**src/rtl/sys_ctl_pkg.sv**
```systemverilog
package sys_ctl_pkg;
  parameter int unsigned IO_ADDR_W = 16;
  parameter int unsigned IO_DATA_W = 8;
  parameter logic [IO_ADDR_W-1:0] CTL_ADDR      = 16'h0092;
  parameter logic [IO_ADDR_W-1:0] FERR_CLR_ADDR = 16'h00F0;
  parameter logic [IO_ADDR_W-1:0] POST_ADDR     = 16'h0080;
  parameter int unsigned RST_BIT = 0;
  parameter int unsigned A20_BIT = 1;

  typedef enum logic [1:0] {
    TGT_NONE = 2'd0,
    TGT_CTL  = 2'd1,
    TGT_FERR = 2'd2,
    TGT_POST = 2'd3
  } io_tgt_e;
endpackage

```
**src/rtl/sys_ctl_decode.sv**
```systemverilog
module sys_ctl_decode
  import sys_ctl_pkg::*;
#(
  parameter int unsigned ADDR_W = IO_ADDR_W,
  parameter logic [ADDR_W-1:0] CTL_A  = CTL_ADDR,
  parameter logic [ADDR_W-1:0] FERR_A = FERR_CLR_ADDR,
  parameter logic [ADDR_W-1:0] POST_A = POST_ADDR
) (
  input  logic [ADDR_W-1:0] addr_i,
  output io_tgt_e           tgt_o
);
  always_comb begin
    unique case (addr_i)
      CTL_A:   tgt_o = TGT_CTL;
      FERR_A:  tgt_o = TGT_FERR;
      POST_A:  tgt_o = TGT_POST;
      default: tgt_o = TGT_NONE;
    endcase
  end
endmodule

```
**src/rtl/sys_ctl_reg.sv**
```systemverilog
module sys_ctl_reg
  import sys_ctl_pkg::*;
#(
  parameter int unsigned DATA_W = IO_DATA_W
) (
  input  logic              clk_i,
  input  logic              rst_ni,
  input  logic              dev_rst_i,
  input  logic              wr_en_i,
  input  logic [DATA_W-1:0] wdata_i,
  output logic [DATA_W-1:0] ctl_o,
  output logic              rst_pulse_o
);
  logic [DATA_W-1:0] ctl_q;
  logic              pulse_q;

  always_ff @(posedge clk_i or negedge rst_ni) begin
    if (!rst_ni) begin
      ctl_q   <= '0;
      pulse_q <= 1'b0;
    end else begin
      pulse_q <= 1'b0;
      if (dev_rst_i) begin
        // device reset drops only the reset bit; a concurrent write is lost
        ctl_q[RST_BIT] <= 1'b0;
      end else if (wr_en_i) begin
        ctl_q   <= wdata_i;
        pulse_q <= wdata_i[RST_BIT];
      end
    end
  end

  assign ctl_o       = ctl_q;
  assign rst_pulse_o = pulse_q;
endmodule

```
**src/rtl/sys_ctl_ferr.sv**
```systemverilog
module sys_ctl_ferr (
  input  logic clk_i,
  input  logic rst_ni,
  input  logic ferr_i,
  input  logic clr_i,
  output logic irq_o
);
  logic ferr_d_q;
  logic irq_q;
  logic rise;

  assign rise = ferr_i & ~ferr_d_q;

  always_ff @(posedge clk_i or negedge rst_ni) begin
    if (!rst_ni) begin
      ferr_d_q <= 1'b0;
      irq_q    <= 1'b0;
    end else begin
      ferr_d_q <= ferr_i;
      // a new edge outranks a clear so no error is lost
      if (rise)       irq_q <= 1'b1;
      else if (clr_i) irq_q <= 1'b0;
    end
  end

  assign irq_o = irq_q;
endmodule

```
**src/rtl/sys_ctl_port.sv**
```systemverilog
module sys_ctl_port
  import sys_ctl_pkg::*;
#(
  parameter int unsigned ADDR_W = IO_ADDR_W,
  parameter int unsigned DATA_W = IO_DATA_W
) (
  input  logic              clk_i,
  input  logic              rst_ni,
  input  logic              dev_rst_i,
  input  logic [ADDR_W-1:0] io_addr_i,
  input  logic [DATA_W-1:0] io_wdata_i,
  input  logic              io_wr_i,
  input  logic              io_rd_i,
  output logic [DATA_W-1:0] io_rdata_o,
  output logic              io_rvalid_o,
  input  logic              ferr_i,
  output logic              a20_o,
  output logic              sys_rst_req_o,
  output logic              ferr_irq_o
);
  localparam logic [DATA_W-1:0] WO_READ_VAL = {DATA_W{1'b1}};

  io_tgt_e           tgt;
  logic [DATA_W-1:0] ctl;
  logic [DATA_W-1:0] rdata_q;
  logic              rvalid_q;

  sys_ctl_decode #(
    .ADDR_W (ADDR_W),
    .CTL_A  (ADDR_W'(CTL_ADDR)),
    .FERR_A (ADDR_W'(FERR_CLR_ADDR)),
    .POST_A (ADDR_W'(POST_ADDR))
  ) u_dec (
    .addr_i (io_addr_i),
    .tgt_o  (tgt)
  );

  sys_ctl_reg #(.DATA_W(DATA_W)) u_ctl (
    .clk_i       (clk_i),
    .rst_ni      (rst_ni),
    .dev_rst_i   (dev_rst_i),
    .wr_en_i     (io_wr_i && tgt == TGT_CTL),
    .wdata_i     (io_wdata_i),
    .ctl_o       (ctl),
    .rst_pulse_o (sys_rst_req_o)
  );

  sys_ctl_ferr u_ferr (
    .clk_i  (clk_i),
    .rst_ni (rst_ni),
    .ferr_i (ferr_i),
    .clr_i  (io_wr_i && tgt == TGT_FERR),
    .irq_o  (ferr_irq_o)
  );

  always_ff @(posedge clk_i or negedge rst_ni) begin
    if (!rst_ni) begin
      rvalid_q <= 1'b0;
      rdata_q  <= '0;
    end else begin
      rvalid_q <= 1'b0;
      rdata_q  <= '0;
      if (io_rd_i) begin
        unique case (tgt)
          TGT_CTL: begin
            rvalid_q <= 1'b1;
            rdata_q  <= ctl;
          end
          TGT_FERR, TGT_POST: begin
            rvalid_q <= 1'b1;
            rdata_q  <= WO_READ_VAL;
          end
          default: ;
        endcase
      end
    end
  end

  assign io_rdata_o  = rdata_q;
  assign io_rvalid_o = rvalid_q;
  assign a20_o       = ctl[A20_BIT];
endmodule

```
**config.mk**
```make
export PLATFORM = sky130hd
export DESIGN_NAME = sys_ctl_port
export DESIGN_NICKNAME = d
export VERILOG_FILES = /design/src/rtl/sys_ctl_pkg.sv /design/src/rtl/sys_ctl_decode.sv /design/src/rtl/sys_ctl_reg.sv /design/src/rtl/sys_ctl_ferr.sv /design/src/rtl/sys_ctl_port.sv
export SDC_FILE = /design/constraint.sdc
export NUM_CORES = 1
export LEC_CHECK = 0
export BUFFER_PORTS_ARGS = -buffer_cell sky130_fd_sc_hd__buf_4
export CAP_MARGIN = 20
export CORE_ASPECT_RATIO = 1.2
export CORE_MARGIN = 1
export CORE_UTILIZATION = 48
export DETAILED_ROUTE_END_ITERATION = 10
export HOLD_SLACK_MARGIN = 0.15
export PLACE_DENSITY_LB_ADDON = 0.05
export SLEW_MARGIN = 20
export SYNTH_ARGS = -nofsm -noshare
export SYNTH_HDL_FRONTEND = slang
export SYNTH_HIERARCHICAL = 1
export SYNTH_SLANG_ARGS = --single-unit
```
**constraint.sdc**
```tcl
create_clock -name clk_i -period 2.2 [get_ports clk_i]
set_input_delay 0.22 -clock clk_i [delete_from_list [all_inputs] [get_ports clk_i]]
set_output_delay 0.22 -clock clk_i [all_outputs]
set_load 0.01 [all_outputs]
```
### Yosys cells after proc, flatten, opt, wreduce, memory -nomap -nowiden

Cells that the tools add are included.

* input bits: 30
* output and inout port bits: 12
* bits in registers: 20

* reductions and logical operators: 7
* bitwise operators: 3
* equal/unequal tests: 6
* multiplexer cells: 11

Operators with widths (count)
* $eq 16x8->1 const B: 3
* $pmux 8 s2: 1
* $mux 1: 8
* $mux 8: 1
* $pmux 2 s3: 1
* $eq 2x2->1 const B: 2
* $reduce_bool 2->1: 2
* $reduce_or 3->1: 1
* $eq 2x1->1 const B: 1
* $logic_and 1x1->1: 2
* $not 1->1: 2
* $reduce_and 2->1: 1
* $reduce_or 2->1: 1
* $and 1x1->1: 1

### Longest topological paths before layout

Gate-level depths: netlist of the first run.

* word-level depth: 6
* gate-level depth with buffers: 9
* gate-level depth less buffers: 7

### By module

Netlist of the first run, hierarchy kept.

Modules (own cells, without submodules)
* sys_ctl_reg: sequential area each 225.2 µm², area each 376.6 µm², cells each 21, instances 1
* sys_ctl_port: sequential area each 225.2 µm², area each 361.6 µm², cells each 31, instances 1
* sys_ctl_decode: sequential area each 0.0 µm², area each 90.1 µm², cells each 9, instances 1
* sys_ctl_ferr: sequential area each 50.0 µm², area each 70.1 µm², cells each 5, instances 1

### Worst setup path after synthesis of the first run

Ideal clock, no wire load.

* kind: in2reg
* start: in io_addr_i[8]
* end: reg u_ctl.ctl_q[1] (netlist: u_ctl/ctl_o[1])
* slack: 0.247 ns
* arrival: 1.828 ns
* cell stages on the path: 9
* library setup time: 0.125 ns
* data required time: 2.075 ns
* path through: nor4_2 nand3_1 nor4_2 buf_6 nand2_1 nor2_1 nor2b_4 buf_6 mux2_4

* word-level cells in the longest chain between the ends: 5
* elaborated cells on any way between the ends: 7
* those cells by class: eq/ne (4); mux (1); reduce/logical (2)

Ends and longest elaborated chain
* from (decl): line sys_ctl_port.sv:10 `input logic [ADDR_W-1:0] io_addr_i,`
* $eq 16x8->1: line sys_ctl_decode.sv:13 `unique case (addr_i)`
* $pmux 2 s3 (*): line sys_ctl_decode.sv:13
* named net tgt[0]: line sys_ctl_port.sv:23 `io_tgt_e tgt;`
* $eq 2x1->1 (*): line sys_ctl_port.sv:42 `.wr_en_i (io_wr_i && tgt == TGT_CTL),`
* $logic_and 1x1->1 (*): line sys_ctl_port.sv:42
* $reduce_and 2->1 (no line) (*)
* to (signal assigned): line sys_ctl_reg.sv:27 `ctl_q <= wdata_i;`
* to (decl): line sys_ctl_reg.sv:14 `logic [DATA_W-1:0] ctl_q;`

The timed path passes the listed nets; every way through them passes the cells marked *.
A chain may end at the register's enable or synchronous reset.

### Final worst setup path of the first run

Same ends and word-level chain as after synthesis.

==> metrics.cfg, run 1 <==
[status]
outcome = finished clean

[timing]
relSlewSlack_pct = 79.5
slew_viol_final = 0
rsz0062_at_grt = false
skew_ns = 0.00237
tightest_slew_ns = 0.306
period_needed_ns = 1.81
setup_ws_ns = 0.391
period_share_pct = 82.2
finalSetupViolations = 0
fmaxAchievable_mhz = 553
finalHoldViolations = 0
setup_tns_ns = 0

[setup_path]
max_stage_delay_ns = 0.35
cp.required_ns = 2.38
cp_cell_sequence = buf_4, nor4_2, nand3_1, nor4_2, nand2_1, nor2_1, nor2b_4, mux2_4
worst_setup_path_start_kind = input pin
critPathCaptureType = flop
rrSetupSlack_ns = 1.42
path_common_cell = nor4_2
arrival_ns = 1.99
path_max_fanout = 8
slowest_stage = nor2b_4
crit_type = input pin to flop

[synthesis]
synth_fp_nets = 96
yosysTopAreaCell = dfrtp_1
synth_commonest_cells = dfrtp_1 (20), a21oi_1 (8), nor2b_1 (8), mux2_4 (7)
synthTopCellsByArea = dfrtp_1 (56%), mux2_4 (12%), nor2b_1 (5.6%)
synth_area_um2 = 898
yosysSeqAreaShare_pct = 55.7
synth_seq_cells = 20
synth_top_cell_area_share_pct = 55.7
yosysMostFrequentCell = dfrtp_1
syn_inst = 66
synth_flop_cell = dfrtp_1
synthArstFlopShare_pct = 100
avgSynthCellArea_um2 = 13.6
yosys.cell_types.count = 20
synth_edf_count = 0
ys_warn_count = 6

[placed_design]
placed_area_um2 = 1210
placement.io_buffers = 41
gp_congestion = 0.848
dp_slack_ns = 0.0898
placedCellCount = 124

[layout]
area_growth_syn_to_layout_pct = 48.7
antenna_cells = 0
fin_area_um2 = 1340
drive_above_1_share_pct = 52.1
layout.cells.non_filler = 137
multi_input_area_um2 = 357
nNetsFinal = 150
num-fill-cells = 122
regArea_um2 = 500

[drt]
routed_wl_mm = 1.74
ant_nets = 0
drt-initial-drc-count = 5
dr.pass1.iters = 4
vias = 680
drt-vias-per-instance = 4.96
post_drt_wl_per_cell_um = 12.7
drc_errors = 0

[clock_tree]
htreeDepth = 1
cts_hold_repair.buffers = 8
clock_latency_ns = 0.29
cts_root_buffer = clkbuf_4
post_cts_buffers = 0
clkSinkCount = 20
clockBufferDepth = 2
cts_resized = 0
numCtsBuffers = 3
clkTransAtPathRegs_ns = 0.10
tritoncts = built

[grt]
antenna_found_initial = 0
grtUsageTotal_pct = 19.2
overflow = 0
grt_max_degree = 21
grt_pass1_vias = 694
grt_pass1_wl_mm = 2.92

[die]
core-area_um2 = 1700
dieArea_um2 = 2050
start_util_pct = 52.8
die_w_um = 41.5
ios = 42
rows = 16
dieHeight_um = 49.4

[power_and_ir_drop]
p_leak_uw = 0.000661
irDropWorstVdd_mv = 0.344
powerDensity_nw_per_um2 = 482

[job]
maxCapViolations = 0

[worst_hold_path]
hold_class = input pin to flop

-- worst max-delay path: cells and delay by family --
kind / cells / cell delay (ns)
buf+inv: 1 / 0.11
mux: 1 / 0.33
simple gates: 6 / 1.33
-- kinds of logic after synthesis --
kind of cell,count (synthesis),share of synthesized area (%)
flip-flops,20,55.7
buffers and inverters,5,4.60
AND/OR/NAND/NOR,21,17.8
XOR/XNOR,1,0.975
multiplexers,8,12.8
AO/OA/AOI/OAI,11,8.08
-- layout make-up --
cell class	count	share of cell area (%)
Sequential cell	20	37.5
Clock buffer	4	2.72
Timing Repair Buffer	52	30.9
Inverter	2	0.562
Multi-Input combinational cell	41	26.7
Tap cell	18	1.69
-- sequential cells by signal, summed over array words and instances, names as in the netlist --
signal and cells:
io_rdata_o 8, u_ctl/ctl_o 8, io_rvalid_o 1, u_ctl/rst_pulse_o 1
u_ferr/ferr_d_q 1, u_ferr/irq_o 1
-- power breakdown --
group / switching, uW / leakage, uW / internal, uW
logic: 25.6 / 0.000368 / 48.5
clock network: 101 / 0.0000210 / 101
registers: 0.413 / 0.000272 / 368
-- final timing paths --
| kind | start | end | cells past startpoint |
|---|---|---|---|
| min | io_wdata_i[0] | u_ctl/rst_pulse_o | 2 |
| min reg2reg | u_ferr/ferr_d_q | u_ferr/irq_o | 1 |
| min in group asynchronous | rst_ni | u_ctl/ctl_o[0] | 2 |
| max reg2reg | u_ctl/ctl_o[1] | u_ctl/ctl_o[1] | 1 |
| max in group asynchronous | rst_ni | u_ctl/ctl_o[1] | 2 |
| max | io_addr_i[8] | u_ctl/ctl_o[1] | 8 |
-- cell usage in the layout (no fill, tap or decap), drive strengths merged --
cell type / Yosys / layout
nor4b: 1 / 1
nor2: 2 / 2
or3: 1 / 1
nand2: 1 / 1
mux2: 7 / 7
a211oi: 1 / 1
and3b: 1 / 1
o22ai: 1 / 1
dfrtp: 20 / 20
o21a: 1 / 1
nor4: 3 / 3
xor2: 1 / 1
mux2i: 1 / 1
buf: 3 / 43
nand3: 2 / 2
and2: 1 / 1
clkbuf: 0 / 4
inv: 2 / 2
dlygate4sd3: 0 / 9
nor2b: 9 / 9
a21oi: 8 / 8
-- routing by layer --
metal | GRT usage [%] | wire length (um) | vias to the layer above
li1 | - | - | 333
met1 | 21.0 | 686 | 323
met2 | 34.6 | 956 | 22
met3 | 4.81 | 75 | 2
met4 | 8.06 | 18 | 0
met5 | 0 | 0 | -
-- per-stage QoR --
stage               total power [uW]  hold WS [ns]  util (%)
floorplan                        384       -0.0756         -
global placement                 437         0.105      71.1
detailed placement               437         0.108      71.1
CTS                              650         0.150      77.9
global route                     673         0.154      78.5
finish                           644         0.158      78.5
(Power assumes the default switching activity.)
==> run 2, diff against run 1 <==
--- a/config.mk
+++ b/config.mk
@@ -9,7 +9,7 @@
 export CAP_MARGIN = 20
 export CORE_ASPECT_RATIO = 1.2
 export CORE_MARGIN = 1
-export CORE_UTILIZATION = 48
+export CORE_UTILIZATION = 44
 export DETAILED_ROUTE_END_ITERATION = 10
 export HOLD_SLACK_MARGIN = 0.15
 export PLACE_DENSITY_LB_ADDON = 0.05
==> constraint.sdc (replaced) <==
create_clock -name clk_i -period 1.88 [get_ports clk_i]
set_input_delay 0.188 -clock clk_i [delete_from_list [all_inputs] [get_ports clk_i]]
set_output_delay 0.188 -clock clk_i [all_outputs]
set_load 0.01 [all_outputs]
==> run 2 against run 1 <==
Non-clock buffer count rose by 8. First-iteration DRC count fell by 40%. Sequential power rose by 17%. Setup slack got worse by 0.26 ns. Largest power group unchanged.
==> metrics.cfg, run 2 (synthesis results as in run 1) <==
[setup_path]
worst_setup_path_start_kind = input pin
arrival_ns = 1.96  ; -0.03 ns
r2r-start = u_ctl/ctl_o[7]
crit_start = io_addr_i[10]
crit_type = input pin to flop
cp.required_ns = 2.09  ; -0.29 ns
critPathCaptureType = flop
path_max_fanout = 5  ; -3

[layout]
multi_input_area_um2 = 407  ; +14%
nNetsFinal = 158  ; +5.3%
drive_above_1_share_pct = 55.1  ; +3.0 points
area_growth_syn_to_layout_pct = 63.8
regArea_um2 = 500  ; unchanged
final_cell_mix = buf_4 (48), dfrtp_1 (20), dlygate4sd3_1 (12)
final_common_cell = buf_4
num-fill-cells = 127  ; +4.1%
fin_area_um2 = 1470  ; +10%
antenna_cells = 0  ; unchanged

[placed_design]
gp_congestion = 0.744  ; -12%
dp_hpwl_mm = 1.37
placement.io_buffers = 41  ; unchanged
placed_area_um2 = 1250  ; +3.0%

[grt]
grt_pass1_wl_mm = 3.15  ; +7.8%
grt_max_degree = 21  ; unchanged
grtUsageTotal_pct = 20.0  ; +0.75 points
antenna_found_initial = 0  ; unchanged
overflow = 0  ; unchanged
grt_pass1_vias = 772  ; +11%

[die]
start_util_pct = 48.0  ; -4.8 points
die_w_um = 43.3  ; +4.2%
dieArea_um2 = 2230  ; +8.7%
dieHeight_um = 51.5  ; +4.3%
ios = 42  ; unchanged
rows = 17  ; +1
core-area_um2 = 1870  ; +10%

[drt]
drt-initial-drc-count = 3  ; -2
vias = 748  ; +10%
drt-vias-per-instance = 5.12  ; +3.2%
ant_nets = 0  ; unchanged
routed_wl_mm = 2.01  ; +16%
dr.pass1.iters = 4  ; unchanged
post_drt_wl_per_cell_um = 13.8  ; +8.7%
drc_errors = 0  ; unchanged

[clock_tree]
htreeDepth = 1  ; unchanged
clkTransAtPathRegs_ns = 0.12  ; +0.02 ns
cts_root_buffer = clkbuf_4
clkSinkCount = 20  ; unchanged
clock_latency_ns = 0.31  ; +0.02 ns
numCtsBuffers = 3  ; unchanged
tritoncts = built
clockBufferDepth = 2  ; unchanged

[power_and_ir_drop]
p_leak_uw = 0.000716  ; +8.3%
powerDensity_nw_per_um2 = 604  ; +25%
irDropWorstVdd_mv = 0.427  ; +24%

[timing]
fmaxAchievable_mhz = 572
finalHoldViolations = 0  ; unchanged
finalSetupViolations = 0  ; unchanged
skew_ns = 0.00775  ; +0.00538 ns
setup_tns_ns = 0  ; unchanged
relSlewSlack_pct = 78.5  ; -1.0 points
tightest_slew_ns = 0.322  ; +0.0156 ns
rsz0062_at_grt = false
slew_viol_final = 0  ; unchanged
period_needed_ns = 1.75
period_share_pct = 93.0

[worst_hold_path]
hp-start = io_wr_i
hold_class = input pin to flop

[status]
outcome = finished clean

[job]
maxCapViolations = 0  ; unchanged

[run 2: cell types whose count changed in the layout (fill, tap and decap cells not counted), sizes merged]
| cell | change |
|---|---|
| dlygate4sd3 | +3 |
| buf | +5 |
| clkbuf | -1 |
| bufinv | +1 |
[run 2: final timing paths]
path	to	slack [ns]	cells after the start
setup / recovery	u_ctl/ctl_o[5]	0.13	10
hold / removal	u_ferr/irq_o	0.23	3
setup reg to reg	u_ctl/ctl_o[7]	1.09	1
hold reg to reg	u_ferr/irq_o	0.46	1
max in group asynchronous	u_ctl/ctl_o[0]	1.40	2
min in group asynchronous	u_ctl/ctl_o[2]	0.27	2
[run 2: critical path, stage by stage]
cell and delay (ns):
buf_4 0.12, nor4b_4 0.27, nand3_2 0.14, nor4_4 0.32
nand2_2 0.11, nor2_4 0.12, buf_4 0.11, nor2b_4 0.12
buf_4 0.15, mux2_4 0.30
[run 2: metal layers]
metal	GRT usage, %	part of all wire [%]	vias to the layer above
met2	36.8	55	31
li1	-	-	350
met1	20.0	38	361
met5	0	0	-
met3	3.13	4.3	6
met4	13.6	2.5	0
[run 2: area by class of cell]
class | instances | share of cell area (%)
clock buffer | 3 | 1.53
multi-input combinational | 41 | 27.6
sequential | 20 | 34.0
clock inverter | 1 | 2.04
tap | 19 | 1.62
timing repair buffer | 60 | 32.7
inverter | 2 | 0.510
[run 2: through the flow]
step / cells / total power [uW] / worst slack, ns / hold WS [ns] / utilization, %
floorplan: 66 / 449 / 0.00207 / -0.108 / -
global placement: 129 / 512 / -0.0180 / 0.0757 / 66.6
detailed placement: 129 / 514 / -0.0410 / 0.0792 / 66.6
CTS: 146 / 888 / 0.0339 / 0.224 / 76.3
global route: 146 / 916 / 0.0488 / 0.250 / 78.6
finish: 146 / 889 / 0.131 / 0.234 / 78.6
[run 2: repair_timing]
item / in CTS / in global routing
hold buffers: 13 / 0
resized for setup: 0 / 6
setup buffers: 0 / 1
endpoints found under the hold margin: 32 / 0
setup endpoints to repair: 0 / 1
[run 2: power by group]
| part | internal [uW] | switching, uW | total (uW) |
|---|---|---|---|
| logic | 63.4 | 37.6 | 101 |
| registers | 431 | 0.567 | 432 |
| clock network | 216 | 140 | 356 |
| total | 710 | 178 | 889 |
==> run 3, diff against run 2 <==
--- a/config.mk
+++ b/config.mk
@@ -7,7 +7,7 @@
 export LEC_CHECK = 0
 export BUFFER_PORTS_ARGS = -buffer_cell sky130_fd_sc_hd__buf_4
 export CAP_MARGIN = 20
-export CORE_ASPECT_RATIO = 1.2
+export CORE_ASPECT_RATIO = 0.75
 export CORE_MARGIN = 1
 export CORE_UTILIZATION = 44
 export DETAILED_ROUTE_END_ITERATION = 10
==> run 3 against run 2 <==
Critical path depth did not move. Highest routed layer unchanged. Count of clock-buffer cells in the layout unchanged. Die area barely moved. Via count fell by 6.7%. Final area down 3.0%. First-iteration DRC count rose to 2.7 times the previous value. Fmax grew 3.0%. Final cell count up 0.68%. Combinational power fell by 10%.
==> metrics.cfg, run 3 (synthesis results as in run 1) <==
[clock_tree]
numCtsBuffers = 3  ; unchanged
htreeDepth = 1  ; unchanged
clkSinkCount = 20  ; unchanged
cts_resized = 0  ; unchanged
clock_latency_ns = 0.30  ; about the same
cts_root_buffer = clkbuf_4
clockBufferDepth = 2  ; unchanged
clkTransAtPathRegs_ns = 0.11  ; about the same
tritoncts = built

[grt]
grt_pass1_wl_mm = 2.73  ; -13%
grt_max_degree = 21  ; unchanged
overflow = 0  ; unchanged
grt_pass1_vias = 602  ; -22%
grtUsageTotal_pct = 18.4  ; -1.6 points
antenna_found_initial = 0  ; unchanged

[layout]
nNetsFinal = 156  ; -1.3%
drive_above_1_share_pct = 53.6  ; -1.5 points
layout.cells.non_filler = 147  ; +0.68%
antenna_cells = 0  ; unchanged
final_common_cell = buf_4
multi_input_area_um2 = 362  ; -11%
final_cell_mix = buf_4 (45), dfrtp_1 (20), dlygate4sd3_1 (12)
area_growth_syn_to_layout_pct = 58.9
regArea_um2 = 500  ; unchanged
fin_area_um2 = 1430  ; -3.0%
num-fill-cells = 117  ; -7.9%

[drt]
routed_wl_mm = 1.69  ; -16%
drc_errors = 0  ; unchanged
dr.pass1.iters = 4  ; unchanged
post_drt_wl_per_cell_um = 11.5  ; -17%
drt-initial-drc-count = 8  ; +5
vias = 698  ; -6.7%
ant_nets = 0  ; unchanged
drt-vias-per-instance = 4.75  ; -7.3%

[timing]
period_share_pct = 90.3  ; -2.7 points
fmaxAchievable_mhz = 589  ; +3.0%
tightest_slew_ns = 0.255  ; -0.0669 ns
finalHoldViolations = 0  ; unchanged
rsz0062_at_grt = false
timing.hold.ws_ns = 0.233  ; -0.000793 ns
slew_viol_final = 0  ; unchanged
relSlewSlack_pct = 83.0  ; +4.5 points
finalSetupViolations = 0  ; unchanged
setup_tns_ns = 0  ; unchanged
skew_ns = 0.00587  ; -0.00188 ns
period_needed_ns = 1.70  ; -0.0512 ns

[setup_path]
worst_setup_path_start_kind = input pin
path_max_fanout = 8  ; +3
slowest_stage = mux2_4
critPathCaptureType = flop
max_stage_delay_ns = 0.30  ; -0.02 ns
crit_type = input pin to flop
arrival_ns = 1.89  ; -0.07 ns
cp_cell_sequence = buf_4, nor4_2, nand3_1, nor4_2, buf_4, nand2_2, nor2_2, nor2b_4, buf_12, mux2_4
r2r.worst_path.cells = 1  ; unchanged
cp.required_ns = 2.07  ; -0.02 ns

[power_and_ir_drop]
irDropWorstVdd_mv = 0.693  ; +62%
p_total_uw = 866  ; -2.6%
p_leak_uw = 0.000699  ; -2.3%
powerDensity_nw_per_um2 = 607  ; +0.42%

[die]
dieArea_um2 = 2230  ; about the same
rows = 13  ; -4
ios = 42  ; unchanged
start_util_pct = 49.3  ; +1.3 points
dieHeight_um = 41.1  ; -20%
core-area_um2 = 1820  ; -2.7%
die_w_um = 54.2  ; +25%

[placed_design]
gp_congestion = 0.684  ; -8.1%
placement.io_buffers = 41  ; unchanged
placed_area_um2 = 1250  ; +0.70%
dp_hpwl_mm = 1.25  ; -8.5%
placedCellCount = 131  ; +1.6%

[worst_hold_path]
hold_class = input pin to flop
hold_depth = 3  ; unchanged

[job]
maxCapViolations = 0  ; unchanged

[status]
outcome = finished clean

-- run 3: cell types whose count changed in the layout (fill, tap and decap cells not counted) --
cell     previous run  this run
buf_12              0         1
buf_4              48        45
nand3_1             1         2
nand3_2             1         0
nor2_2              0         1
nor2_4              1         0
nor4_2              0         3
nor4_4              3         0
nor4b_2             0         1
nor4b_4             1         0
-- run 3: through the flow --
| stage | setup slack (ns) | utilization (%) |
|---|---|---|
| 2_1_floorplan | 0.00207 | - |
| 3_5_place_dp | -0.151 | 68.9 |
| 5_1_grt | 0.0489 | 78.4 |
| 4_1_cts | 0.170 | 78.4 |
| 6_report | 0.182 | 78.4 |
| 3_3_place_gp | -0.114 | 68.9 |
-- run 3: path summary, 6_finish.rpt --
path	start	to	slack (ns)
max	io_addr_i[12]	u_ctl/ctl_o[2]	0.18
max reg2reg	u_ctl/ctl_o[1]	u_ctl/ctl_o[1]	1.07
min	io_wr_i	u_ferr/irq_o	0.23
min in group asynchronous	rst_ni	io_rdata_o[7]	0.28
min reg2reg	u_ferr/ferr_d_q	u_ferr/irq_o	0.45
max in group asynchronous	rst_ni	u_ctl/ctl_o[0]	1.39
-- run 3: where the power goes --
part | internal (uW) | leakage (uW) | switching (uW)
logic | 60.8 | 0.000399 | 29.8
registers | 431 | 0.000272 | 0.532
clock network | 216 | 0.0000279 | 128
-- run 3: final cells by class --
cell class,instances,share of cell area [%]
clock inverter,1,2.10
sequential,20,35.1
clock buffer,3,1.58
timing repair buffer,58,33.5
inverter,2,0.526
multi-input combinational,41,25.3
tap,22,1.93
-- run 3: what timing repair did --
| action | in CTS | in global routing |
|---|---|---|
| setup buffers | 0 | 0 |
| hold endpoints to repair | 31 | 0 |
| hold buffers | 12 | 0 |
-- run 3: per-layer routing --
metal	part of all wire [%]	wire length, um	global-route usage (%)
met5	0	0	0
met3	6.9	117	8.15
met2	41	693	25.0
met4	0.53	9	5.77
met1	51	869	25.6
-- run 3: worst max-delay path: cells and delay by family --
| family | cells | cell delay (ns) |
|---|---|---|
| buffers and inverters | 3 | 0.44 |
| muxes | 1 | 0.30 |
| and+or+nand+nor | 6 | 0.96 |
